$ cat config.mk
export PLATFORM = sky130hd
export DESIGN_NAME = scan_pattern_sequencer
export DESIGN_NICKNAME = d
export VERILOG_FILES = /design/src/rtl/sps_pkg.sv /design/src/rtl/sps_fill_lfsr.sv /design/src/rtl/sps_chain_drive.sv /design/src/rtl/sps_response_check.sv /design/src/rtl/scan_pattern_sequencer.sv
export SDC_FILE = /design/constraint.sdc
export NUM_CORES = 1
export LEC_CHECK = 0
export CAP_MARGIN = 20
export CORE_UTILIZATION = 40
export CTS_CLUSTER_SIZE = 24
export DETAILED_ROUTE_END_ITERATION = 6
export HOLD_SLACK_MARGIN = 0.15
export RECOVER_POWER = 50
export SLEW_MARGIN = 20
export SYNTH_ARGS = -nofsm -noshare
export SYNTH_HDL_FRONTEND = slang
export SYNTH_HIERARCHICAL = 1
export SYNTH_SLANG_ARGS = --single-unit
$ cat constraint.sdc
create_clock -name clk -period 5.2 [get_ports clk]
set_input_delay 1.56 -clock clk [delete_from_list [all_inputs] [get_ports clk]]
set_output_delay 1.56 -clock clk [all_outputs]
set_load 0.02 [all_outputs]
$ cat src/rtl/sps_pkg.sv
package sps_pkg;

  typedef enum logic [2:0] {
    PH_FETCH,
    PH_SHIFT,
    PH_APPLY,
    PH_CAPTURE,
    PH_DONE
  } phase_e;

  // Longest chain among n chains whose 8-bit lengths are packed in lens.
  function automatic int longest(input int n, input logic [255:0] lens);
    int m = 0;
    for (int i = 0; i < n; i++) begin
      if (int'(lens[i*8 +: 8]) > m) m = int'(lens[i*8 +: 8]);
    end
    return m;
  endfunction

  // Left-shifting 16-bit maximal-length step, taps 16/14/13/11.
  function automatic logic [15:0] fill_next(input logic [15:0] s);
    return {s[14:0], s[15] ^ s[13] ^ s[12] ^ s[10]};
  endfunction

endpackage

$ cat src/rtl/sps_fill_lfsr.sv
module sps_fill_lfsr #(
  parameter logic [15:0] SEED  = 16'hACE1,
  parameter int          OUT_W = 2
) (
  input  logic             clk,
  input  logic             rst_n,
  input  logic             step,
  output logic [OUT_W-1:0] taps
);

  logic [15:0] state;

  always_ff @(posedge clk or negedge rst_n) begin
    if (!rst_n)    state <= SEED;
    else if (step) state <= sps_pkg::fill_next(state);
  end

  for (genvar c = 0; c < OUT_W; c++) begin : g_tap
    assign taps[c] = state[c % 16];
  end

  assert_fill_advances_R5: assert property (@(posedge clk) disable iff (!rst_n)
    step |=> state != $past(state));

endmodule

$ cat src/rtl/sps_chain_drive.sv
module sps_chain_drive #(
  parameter int                      NUM_CHAINS = 2,
  parameter int                      MAX_LEN    = 6,
  parameter logic [NUM_CHAINS*8-1:0] CHAIN_LENS = {8'd4, 8'd6},
  parameter int                      CNT_W      = 3
) (
  input  logic                          loading,
  input  logic [CNT_W-1:0]              cnt,
  input  logic [NUM_CHAINS*MAX_LEN-1:0] stim,
  input  logic [NUM_CHAINS*MAX_LEN-1:0] care,
  input  logic [NUM_CHAINS-1:0]         fill,
  output logic [NUM_CHAINS-1:0]         si
);

  for (genvar c = 0; c < NUM_CHAINS; c++) begin : g_chain
    localparam int LEN = int'(CHAIN_LENS[c*8 +: 8]);
    localparam int PAD = MAX_LEN - LEN;
    logic [MAX_LEN-1:0] st;
    logic [MAX_LEN-1:0] ca;
    logic               use_pat;
    assign st      = stim[c*MAX_LEN +: MAX_LEN];
    assign ca      = care[c*MAX_LEN +: MAX_LEN];
    assign use_pat = loading && (int'(cnt) >= PAD) && ca[cnt];
    assign si[c]   = use_pat ? st[cnt] : fill[c];
  end

endmodule

$ cat src/rtl/sps_response_check.sv
module sps_response_check #(
  parameter int                      NUM_CHAINS = 2,
  parameter int                      MAX_LEN    = 6,
  parameter logic [NUM_CHAINS*8-1:0] CHAIN_LENS = {8'd4, 8'd6},
  parameter int                      CNT_W      = 3,
  parameter int                      PO_W       = 4
) (
  input  logic                          unl_active,
  input  logic                          apply_active,
  input  logic [CNT_W-1:0]              cnt,
  input  logic [NUM_CHAINS-1:0]         so,
  input  logic [NUM_CHAINS*MAX_LEN-1:0] exp_bits,
  input  logic [NUM_CHAINS*MAX_LEN-1:0] exp_mask,
  input  logic [PO_W-1:0]               po_in,
  input  logic [PO_W-1:0]               po_exp,
  input  logic [PO_W-1:0]               po_mask,
  output logic                          mismatch
);

  logic [NUM_CHAINS-1:0] chain_miss;

  for (genvar c = 0; c < NUM_CHAINS; c++) begin : g_chain
    localparam int LEN = int'(CHAIN_LENS[c*8 +: 8]);
    logic [MAX_LEN-1:0] ex;
    logic [MAX_LEN-1:0] mk;
    assign ex = exp_bits[c*MAX_LEN +: MAX_LEN];
    assign mk = exp_mask[c*MAX_LEN +: MAX_LEN];
    assign chain_miss[c] = unl_active && (int'(cnt) < LEN) && mk[cnt] && (so[c] != ex[cnt]);
  end

  assign mismatch = (|chain_miss) || (apply_active && (|((po_in ^ po_exp) & po_mask)));

endmodule

$ cat src/rtl/scan_pattern_sequencer.sv
module scan_pattern_sequencer
  import sps_pkg::*;
#(
  parameter int                      NUM_CHAINS   = 2,
  parameter logic [NUM_CHAINS*8-1:0] CHAIN_LENS   = {8'd4, 8'd6},
  parameter int                      NUM_PATTERNS = 3,
  parameter int                      PI_W         = 4,
  parameter int                      PO_W         = 4,
  parameter logic [15:0]             FILL_SEED    = 16'hACE1,
  localparam int MAX_LEN = sps_pkg::longest(NUM_CHAINS, 256'(CHAIN_LENS)),
  localparam int BITS    = NUM_CHAINS * MAX_LEN,
  localparam int PAT_W   = 4 * BITS + PI_W + 2 * PO_W,
  localparam int ADDR_W  = (NUM_PATTERNS > 1) ? $clog2(NUM_PATTERNS) : 1
) (
  input  logic                  clk,
  input  logic                  rst_n,
  output logic                  pat_rd_valid,
  output logic [ADDR_W-1:0]     pat_rd_addr,
  input  logic                  pat_rd_ready,
  input  logic [PAT_W-1:0]      pat_rd_data,
  output logic                  scan_en,
  output logic [NUM_CHAINS-1:0] scan_in,
  input  logic [NUM_CHAINS-1:0] scan_out,
  output logic                  cap_en,
  output logic [PI_W-1:0]       pi_drive,
  input  logic [PO_W-1:0]       po_sample,
  output logic                  fail,
  output logic                  done
);

  localparam int CNT_W    = (MAX_LEN > 1) ? $clog2(MAX_LEN) : 1;
  localparam int OFF_CARE = BITS;
  localparam int OFF_EXP  = 2 * BITS;
  localparam int OFF_MASK = 3 * BITS;
  localparam int OFF_PI   = 4 * BITS;
  localparam int OFF_POE  = OFF_PI + PI_W;
  localparam int OFF_POM  = OFF_POE + PO_W;

  phase_e                phase;
  logic [CNT_W-1:0]      cnt;
  logic [ADDR_W-1:0]     pat_idx;
  logic                  loading;
  logic                  unloading;
  logic [PAT_W-1:0]      pat_q;
  logic [BITS-1:0]       unl_exp;
  logic [BITS-1:0]       unl_mask;
  logic                  fail_q;
  logic                  mismatch;
  logic [NUM_CHAINS-1:0] fill_bits;

  assign pat_rd_valid = (phase == PH_FETCH);
  assign pat_rd_addr  = pat_idx;
  assign scan_en      = (phase == PH_SHIFT);
  assign cap_en       = (phase == PH_CAPTURE);
  assign done         = (phase == PH_DONE);
  assign pi_drive     = pat_q[OFF_PI +: PI_W];
  assign fail         = fail_q;

  sps_fill_lfsr #(
    .SEED (FILL_SEED),
    .OUT_W(NUM_CHAINS)
  ) i_fill (
    .clk  (clk),
    .rst_n(rst_n),
    .step (scan_en),
    .taps (fill_bits)
  );

  sps_chain_drive #(
    .NUM_CHAINS(NUM_CHAINS),
    .MAX_LEN   (MAX_LEN),
    .CHAIN_LENS(CHAIN_LENS),
    .CNT_W     (CNT_W)
  ) i_drive (
    .loading(loading),
    .cnt    (cnt),
    .stim   (pat_q[0 +: BITS]),
    .care   (pat_q[OFF_CARE +: BITS]),
    .fill   (fill_bits),
    .si     (scan_in)
  );

  sps_response_check #(
    .NUM_CHAINS(NUM_CHAINS),
    .MAX_LEN   (MAX_LEN),
    .CHAIN_LENS(CHAIN_LENS),
    .CNT_W     (CNT_W),
    .PO_W      (PO_W)
  ) i_check (
    .unl_active  (scan_en && unloading),
    .apply_active(phase == PH_APPLY),
    .cnt         (cnt),
    .so          (scan_out),
    .exp_bits    (unl_exp),
    .exp_mask    (unl_mask),
    .po_in       (po_sample),
    .po_exp      (pat_q[OFF_POE +: PO_W]),
    .po_mask     (pat_q[OFF_POM +: PO_W]),
    .mismatch    (mismatch)
  );

  always_ff @(posedge clk or negedge rst_n) begin
    if (!rst_n) begin
      phase     <= PH_FETCH;
      cnt       <= '0;
      pat_idx   <= '0;
      loading   <= 1'b0;
      unloading <= 1'b0;
      pat_q     <= '0;
      unl_exp   <= '0;
      unl_mask  <= '0;
      fail_q    <= 1'b0;
    end else begin
      case (phase)
        PH_FETCH: begin
          if (pat_rd_ready) begin
            pat_q   <= pat_rd_data;
            loading <= 1'b1;
            cnt     <= '0;
            phase   <= PH_SHIFT;
          end
        end
        PH_SHIFT: begin
          if (cnt == CNT_W'(MAX_LEN - 1)) begin
            unloading <= 1'b0;
            phase     <= loading ? PH_APPLY : PH_DONE;
          end else begin
            cnt <= cnt + 1'b1;
          end
        end
        PH_APPLY: phase <= PH_CAPTURE;
        PH_CAPTURE: begin
          unl_exp   <= pat_q[OFF_EXP +: BITS];
          unl_mask  <= pat_q[OFF_MASK +: BITS];
          unloading <= 1'b1;
          loading   <= 1'b0;
          cnt       <= '0;
          if (pat_idx == ADDR_W'(NUM_PATTERNS - 1)) begin
            phase <= PH_SHIFT;
          end else begin
            pat_idx <= pat_idx + 1'b1;
            phase   <= PH_FETCH;
          end
        end
        default: ;
      endcase
      if (mismatch) fail_q <= 1'b1;
    end
  end

  // Run-length counter of scan_en, used only by the shift-length check.
  logic [CNT_W:0] se_run;
  always_ff @(posedge clk or negedge rst_n) begin
    if (!rst_n)       se_run <= '0;
    else if (scan_en) se_run <= se_run + 1'b1;
    else              se_run <= '0;
  end

  assert_fetch_hold_R2: assert property (@(posedge clk) disable iff (!rst_n)
    pat_rd_valid && !pat_rd_ready |=> pat_rd_valid && $stable(pat_rd_addr));

  assert_shift_length_R3: assert property (@(posedge clk) disable iff (!rst_n)
    $fell(scan_en) |-> se_run == (CNT_W+1)'(MAX_LEN));

  assert_capture_isolated_R6: assert property (@(posedge clk) disable iff (!rst_n)
    cap_en |-> !scan_en && !$past(scan_en));

  assert_fail_sticky_R9: assert property (@(posedge clk) disable iff (!rst_n)
    fail |=> fail);

  assert_done_final_R10: assert property (@(posedge clk) disable iff (!rst_n)
    done |=> done && !scan_en && !pat_rd_valid);

  assert_stall_quiet_R11: assert property (@(posedge clk) disable iff (!rst_n)
    pat_rd_valid |-> !scan_en && !cap_en);

endmodule

# After elaboration in Yosys (flattened, before gate mapping)
# Index checks and enable logic that the tools add are counted.
[totals] reg_bits=111 word_cells=88 output_inout_bits=13
[op_classes] muxes=30 bitwise_logic=6 n_reduce_logical=25 n_addsub=2 n_eq_ne=11 magnitude_cmp=4
[ops] op="$bmux 1 s3" count=8
[ops] op="$mux 3" count=5
[ops] op="$mux 1" count=13
[ops] op="$pmux 3 s4" count=1
[ops] op="$logic_and 1x1->1" count=11
[ops] op="$pmux 3 s3" count=1
[ops] op="$reduce_and 2->1" count=4
[ops] op="$eq 3x2->1 const B" count=2
[ops] op="$eq 3x3->1 const B" count=2
[ops] op="$lt 3x3->1 const B" count=2
[ops] op="$reduce_and 3->1" count=2
[ops] op="$and 4x4->4" count=1
[ops] op="$lt 3x4->1 const B" count=1
[ops] op="$ne 2x1->1 const B" count=2
[ops] op="$pmux 1 s2" count=2
[ops] op="$reduce_bool 2->1" count=2
[ops] op="$reduce_bool 4->1" count=1
[ops] op="$reduce_or 4->1" count=1
[ops] op="$xor 4x4->4" count=1
[ops] op="$add 3x1->3 const B" count=1
[ops] op="$eq 3x1->1 const B" count=1
[ops] op="$ge 3x2->1 const B" count=1
[ops] op="$logic_not 3->1" count=1
[ops] op="$reduce_bool 3->1" count=1
[ops] op="8 further kinds" count=11

# Longest topological paths before layout
[depth] word_depth=7 ltp_mapped=8

# Cells and area by module
# Netlist, hierarchy kept.
[by_module_without_submodules] module="scan_pattern_sequencer" seq_area_each_um2=2377.3 instances=1 cells_per_inst=237 area_per_inst_um2=4013.8
[by_module_without_submodules] module="sps_fill_lfsr" seq_area_each_um2=410.4 instances=1 cells_per_inst=40 area_per_inst_um2=690.7
[by_module_without_submodules] module="sps_response_check" seq_area_each_um2=0.0 instances=1 cells_per_inst=30 area_per_inst_um2=287.8
[by_module_without_submodules] module="sps_chain_drive" seq_area_each_um2=0.0 instances=1 cells_per_inst=29 area_per_inst_um2=260.2

# Worst setup path after synthesis
# Ideal clock, no wire load.
[synth_timing] kind="reg2out" startpoint="register cnt[1]" endpoint="output port scan_in[1]" setup_slack_ns=2.196 required_time_ns=3.640 path_buffers=1 stages_incl_launch_ff=6 arrival_ns=1.444 cell_sequence="dfrtp_1 > buf_6 > mux2_4 > a221oi_2 > a31oi_1 > mux2_4"
[synth_via] elab_chain_len=4 elab_cells_between_ends=8 classes_between="order compare (1); mux (5); reduce/logical (2)"
[synth_lines] element="from (decl)" line_no="scan_pattern_sequencer.sv:40" text="logic [CNT_W-1:0] cnt;"
[synth_lines] element="from (signal assigned)" line_no="scan_pattern_sequencer.sv:128" text="cnt <= cnt + 1'b1;"
[synth_lines] element="$bmux 1 s3 or $ge 3x2->1 (tied branches)" line_no="sps_chain_drive.sv:23" text="assign use_pat = loading && (int'(cnt) >= PAD) && ca[cnt];"
[synth_lines] element="$mux 1 (implied by the code) or $logic_and 1x1->1 (tied branches)" line_no="sps_chain_drive.sv:23"
[synth_lines] element="$logic_and 1x1->1" line_no="sps_chain_drive.sv:23"
[synth_lines] element="$mux 1 *" line_no="sps_chain_drive.sv:24" text="assign si[c] = use_pat ? st[cnt] : fill[c];"
[synth_lines] element="to (decl)" line_no="scan_pattern_sequencer.sv:22" text="output logic [NUM_CHAINS-1:0] scan_in,"
# Every way passes the cells marked *; elsewhere a longest branch is shown, timed or not. The select of a mux whose other input is x is not followed.

# Worst setup path after layout
[layout_timing] startpoint="register phase[1]" endpoint="output port scan_en"
[layout_via] elab_chain_len=1
[layout_lines] element="from (decl)" line_no="scan_pattern_sequencer.sv:39" text="phase_e phase;"
[layout_lines] element="from (signal assigned)" line_no="scan_pattern_sequencer.sv:126" text="phase <= loading ? PH_APPLY : PH_DONE;"
[layout_lines] element="$eq 3x1->1" line_no="scan_pattern_sequencer.sv:53" text="assign scan_en = (phase == PH_SHIFT);"
[layout_lines] element="to (decl)" line_no="scan_pattern_sequencer.sv:21" text="output logic scan_en,"
# No other way between the ends.

==> metrics <==
Final nets=around 460; Critical Path, Cell by Cell=nor3b_1, clkbuf_1, clkdlybuf4s50_1; Critical Path Max Stage Delay=around 0.8 ns; relative slew slack=-0.178; Hold Vio Cnt, Final=0; min cycle time layout=4.23 ns; vias in the first global route=2,858; Critical Path Source=phase[1]$_DFFE_PN0P_; Placer Congestion=0.732; initial core utilization=0.419; clk sinks=roughly 100; PostCTS Resize Cnt=0; grt total ovfl=0; IO Pins=82; worst reg2reg startpoint=phase[1]$_DFFE_PN0P_; area of the core=11,600 µm²; share of post-route cells with drive strength above 1=0.318; DIE AREA=12,600 µm²; CTS clock-pin slew for the worst setup and hold paths=0.06 ns; Worst Path Buf+Inv=2; warnings from Yosys=6; area delta synth->final=20.0%; failing checks=design-rule violations, max-capacitance violations, max-slew violations; power per cell area=about 530 nW/µm²; initial antenna violation count=0; post-synthesis cell count=316; status=finished with violations; Static Leak=0.00258 µW; Hold Crit Class=register to register; Pins Over Slew Limit=73; Worst Setup EP=scan_en; Finished Layout Cells=533; DRC=7; Peak VDD IR=between 0.2 and 0.25 mV; Clock Latency Late Sink=0.34 ns; Vias/cell=4.98; hpwl dp=5650 µm; Pwr Total=slightly above 3000 µW; Tcrit/Tclk final=0.814; cell family with most CP delay=buffers and inverters; maxcap violations=1; CTS tree=built; Die Y=112 µm; die span in x=112 µm; CP Capture Type=output port; number of cells on the critical path=3; row count=39; Syn Nets=388; WL/cell=16.0 µm; worst path required time=3.64 ns; CP max FO=21; DRT Pass-1 Iters=6; Final Skew=roughly 0.0045 ns; port buffer count=75; critical path arrival=2.67 ns; Crit-path slowest cell=clkbuf_1; DRT Wirelength=8520 µm; Root Buffer=clkbuf_16; number of DRC markers in iteration 0=90; reg-to-reg endpoint=fail$_DFFE_PN0P_; placed instance count=just over 500; Routed Antenna Nets=0; Final Setup Violations=0; largest net degree at the start of global routing=73; worst reg2reg path depth=8; RSZ-0062 raised after global routing=no; cts bufs inserted=9; cts hold-fix bufs=0; H-tree levels=3; GRT Overall Usage=0.151; FMAX=236 MHz; n_diodes=0; deepest clock path buffer count=2; DR vias=2,657; setup TNS=0 ns; mean area per synthesized cell=15.4 µm²; Worst Tran Pin Value=1.77 ns; crit path launch type=register; number of post-CTS setup repair buffers=0; kind of critical path=register to output port; Synth Cell Area=4870 µm²; first-pass GRT wire length=14,500 µm; flop2flop setup slack=about 2.3 ns
## metal layers
layer  wire (µm)  up-vias  track usage
met5           0        -            0
met4         125        0       0.0560
met3         480       11       0.0454
met2        3930       65        0.240
met1        3990     1315        0.195
li1            -     1266            -
## state kept, by name, indices dropped and copies added, names as in the netlist
signal / flops
fail: 1
pat_q: 54
i_fill/state: 16
pat_rd_addr: 2
unl_exp: 10
loading: 1
unloading: 1
cnt: 3
unl_mask: 10
phase: 3
## layout by cell type, fill, tap and decap left out, drive strengths merged, types with 3 or more instances in the layout
master and n:
clkinv 3, xor2 4, mux2 97, ha 3, a22oi 3, dfrtp 93
inv 10, nand2b 4, mux2i 9, clkbuf 15, clkdlybuf4s50 74, nor4b 4
nor2 3, dfstp 8, a21oi 4, nand2 6, xnor2 5, o31ai 3
o22ai 3, nand3b 5
## worst register-to-register path, cell delays in order, from the launching register on
cell and delay, ns:
dfrtp_1 0.51, nor3b_1 0.22, clkbuf_1 0.82, and2_1 0.28, or3b_2 0.47, nor4b_1 0.24
or4_1 0.15, a311o_1 0.11, or2_2 0.10
## worst min-delay path by stage
stage               slack, ns                     to  cells past startpoint                  start
floorplan                0.44  unloading$_DFFE_PN0P_                      1  unloading$_DFFE_PN0P_
global placement         0.46  unloading$_DFFE_PN0P_                      1  unloading$_DFFE_PN0P_
detailed placement       0.47  unloading$_DFFE_PN0P_                      1  unloading$_DFFE_PN0P_
CTS                      0.49  unloading$_DFFE_PN0P_                      1  unloading$_DFFE_PN0P_
global route             0.51  unloading$_DFFE_PN0P_                      1  unloading$_DFFE_PN0P_
finish                   0.48  unloading$_DFFE_PN0P_                      1  unloading$_DFFE_PN0P_
## area by class of cell
type                    instances  area (µm²)
clock buffers                  11         243
clock inverters                 5        60.1
fillers                      1032        5770
inverters                      10        37.5
multi-input cells             183        2000
flip-flops and latches        101        2540
well taps                     143         179
repair buffers                 80         785
## metrics by stage
step / cell area [µm²] / utilization / worst slack [ns] / hold WS, ns
2_1_floorplan: 4870 / - / 2.20 / 0.441
3_3_place_gp: 5580 / 0.481 / 1.45 / 0.457
3_5_place_dp: 5580 / 0.481 / 1.43 / 0.468
4_1_cts: 5890 / 0.507 / 1.05 / 0.487
5_1_grt: 5840 / 0.503 / 0.777 / 0.510
6_report: 5840 / 0.503 / 0.965 / 0.480
## report_power, final
group	internal (µW)	leakage (µW)	total, µW	switching (µW)
combinational	675	0.00119	1060	382
sequential	1120	0.00124	1360	238
clock	387	0.000146	674	287
Note: power is estimated with default switching activity, not from simulation.
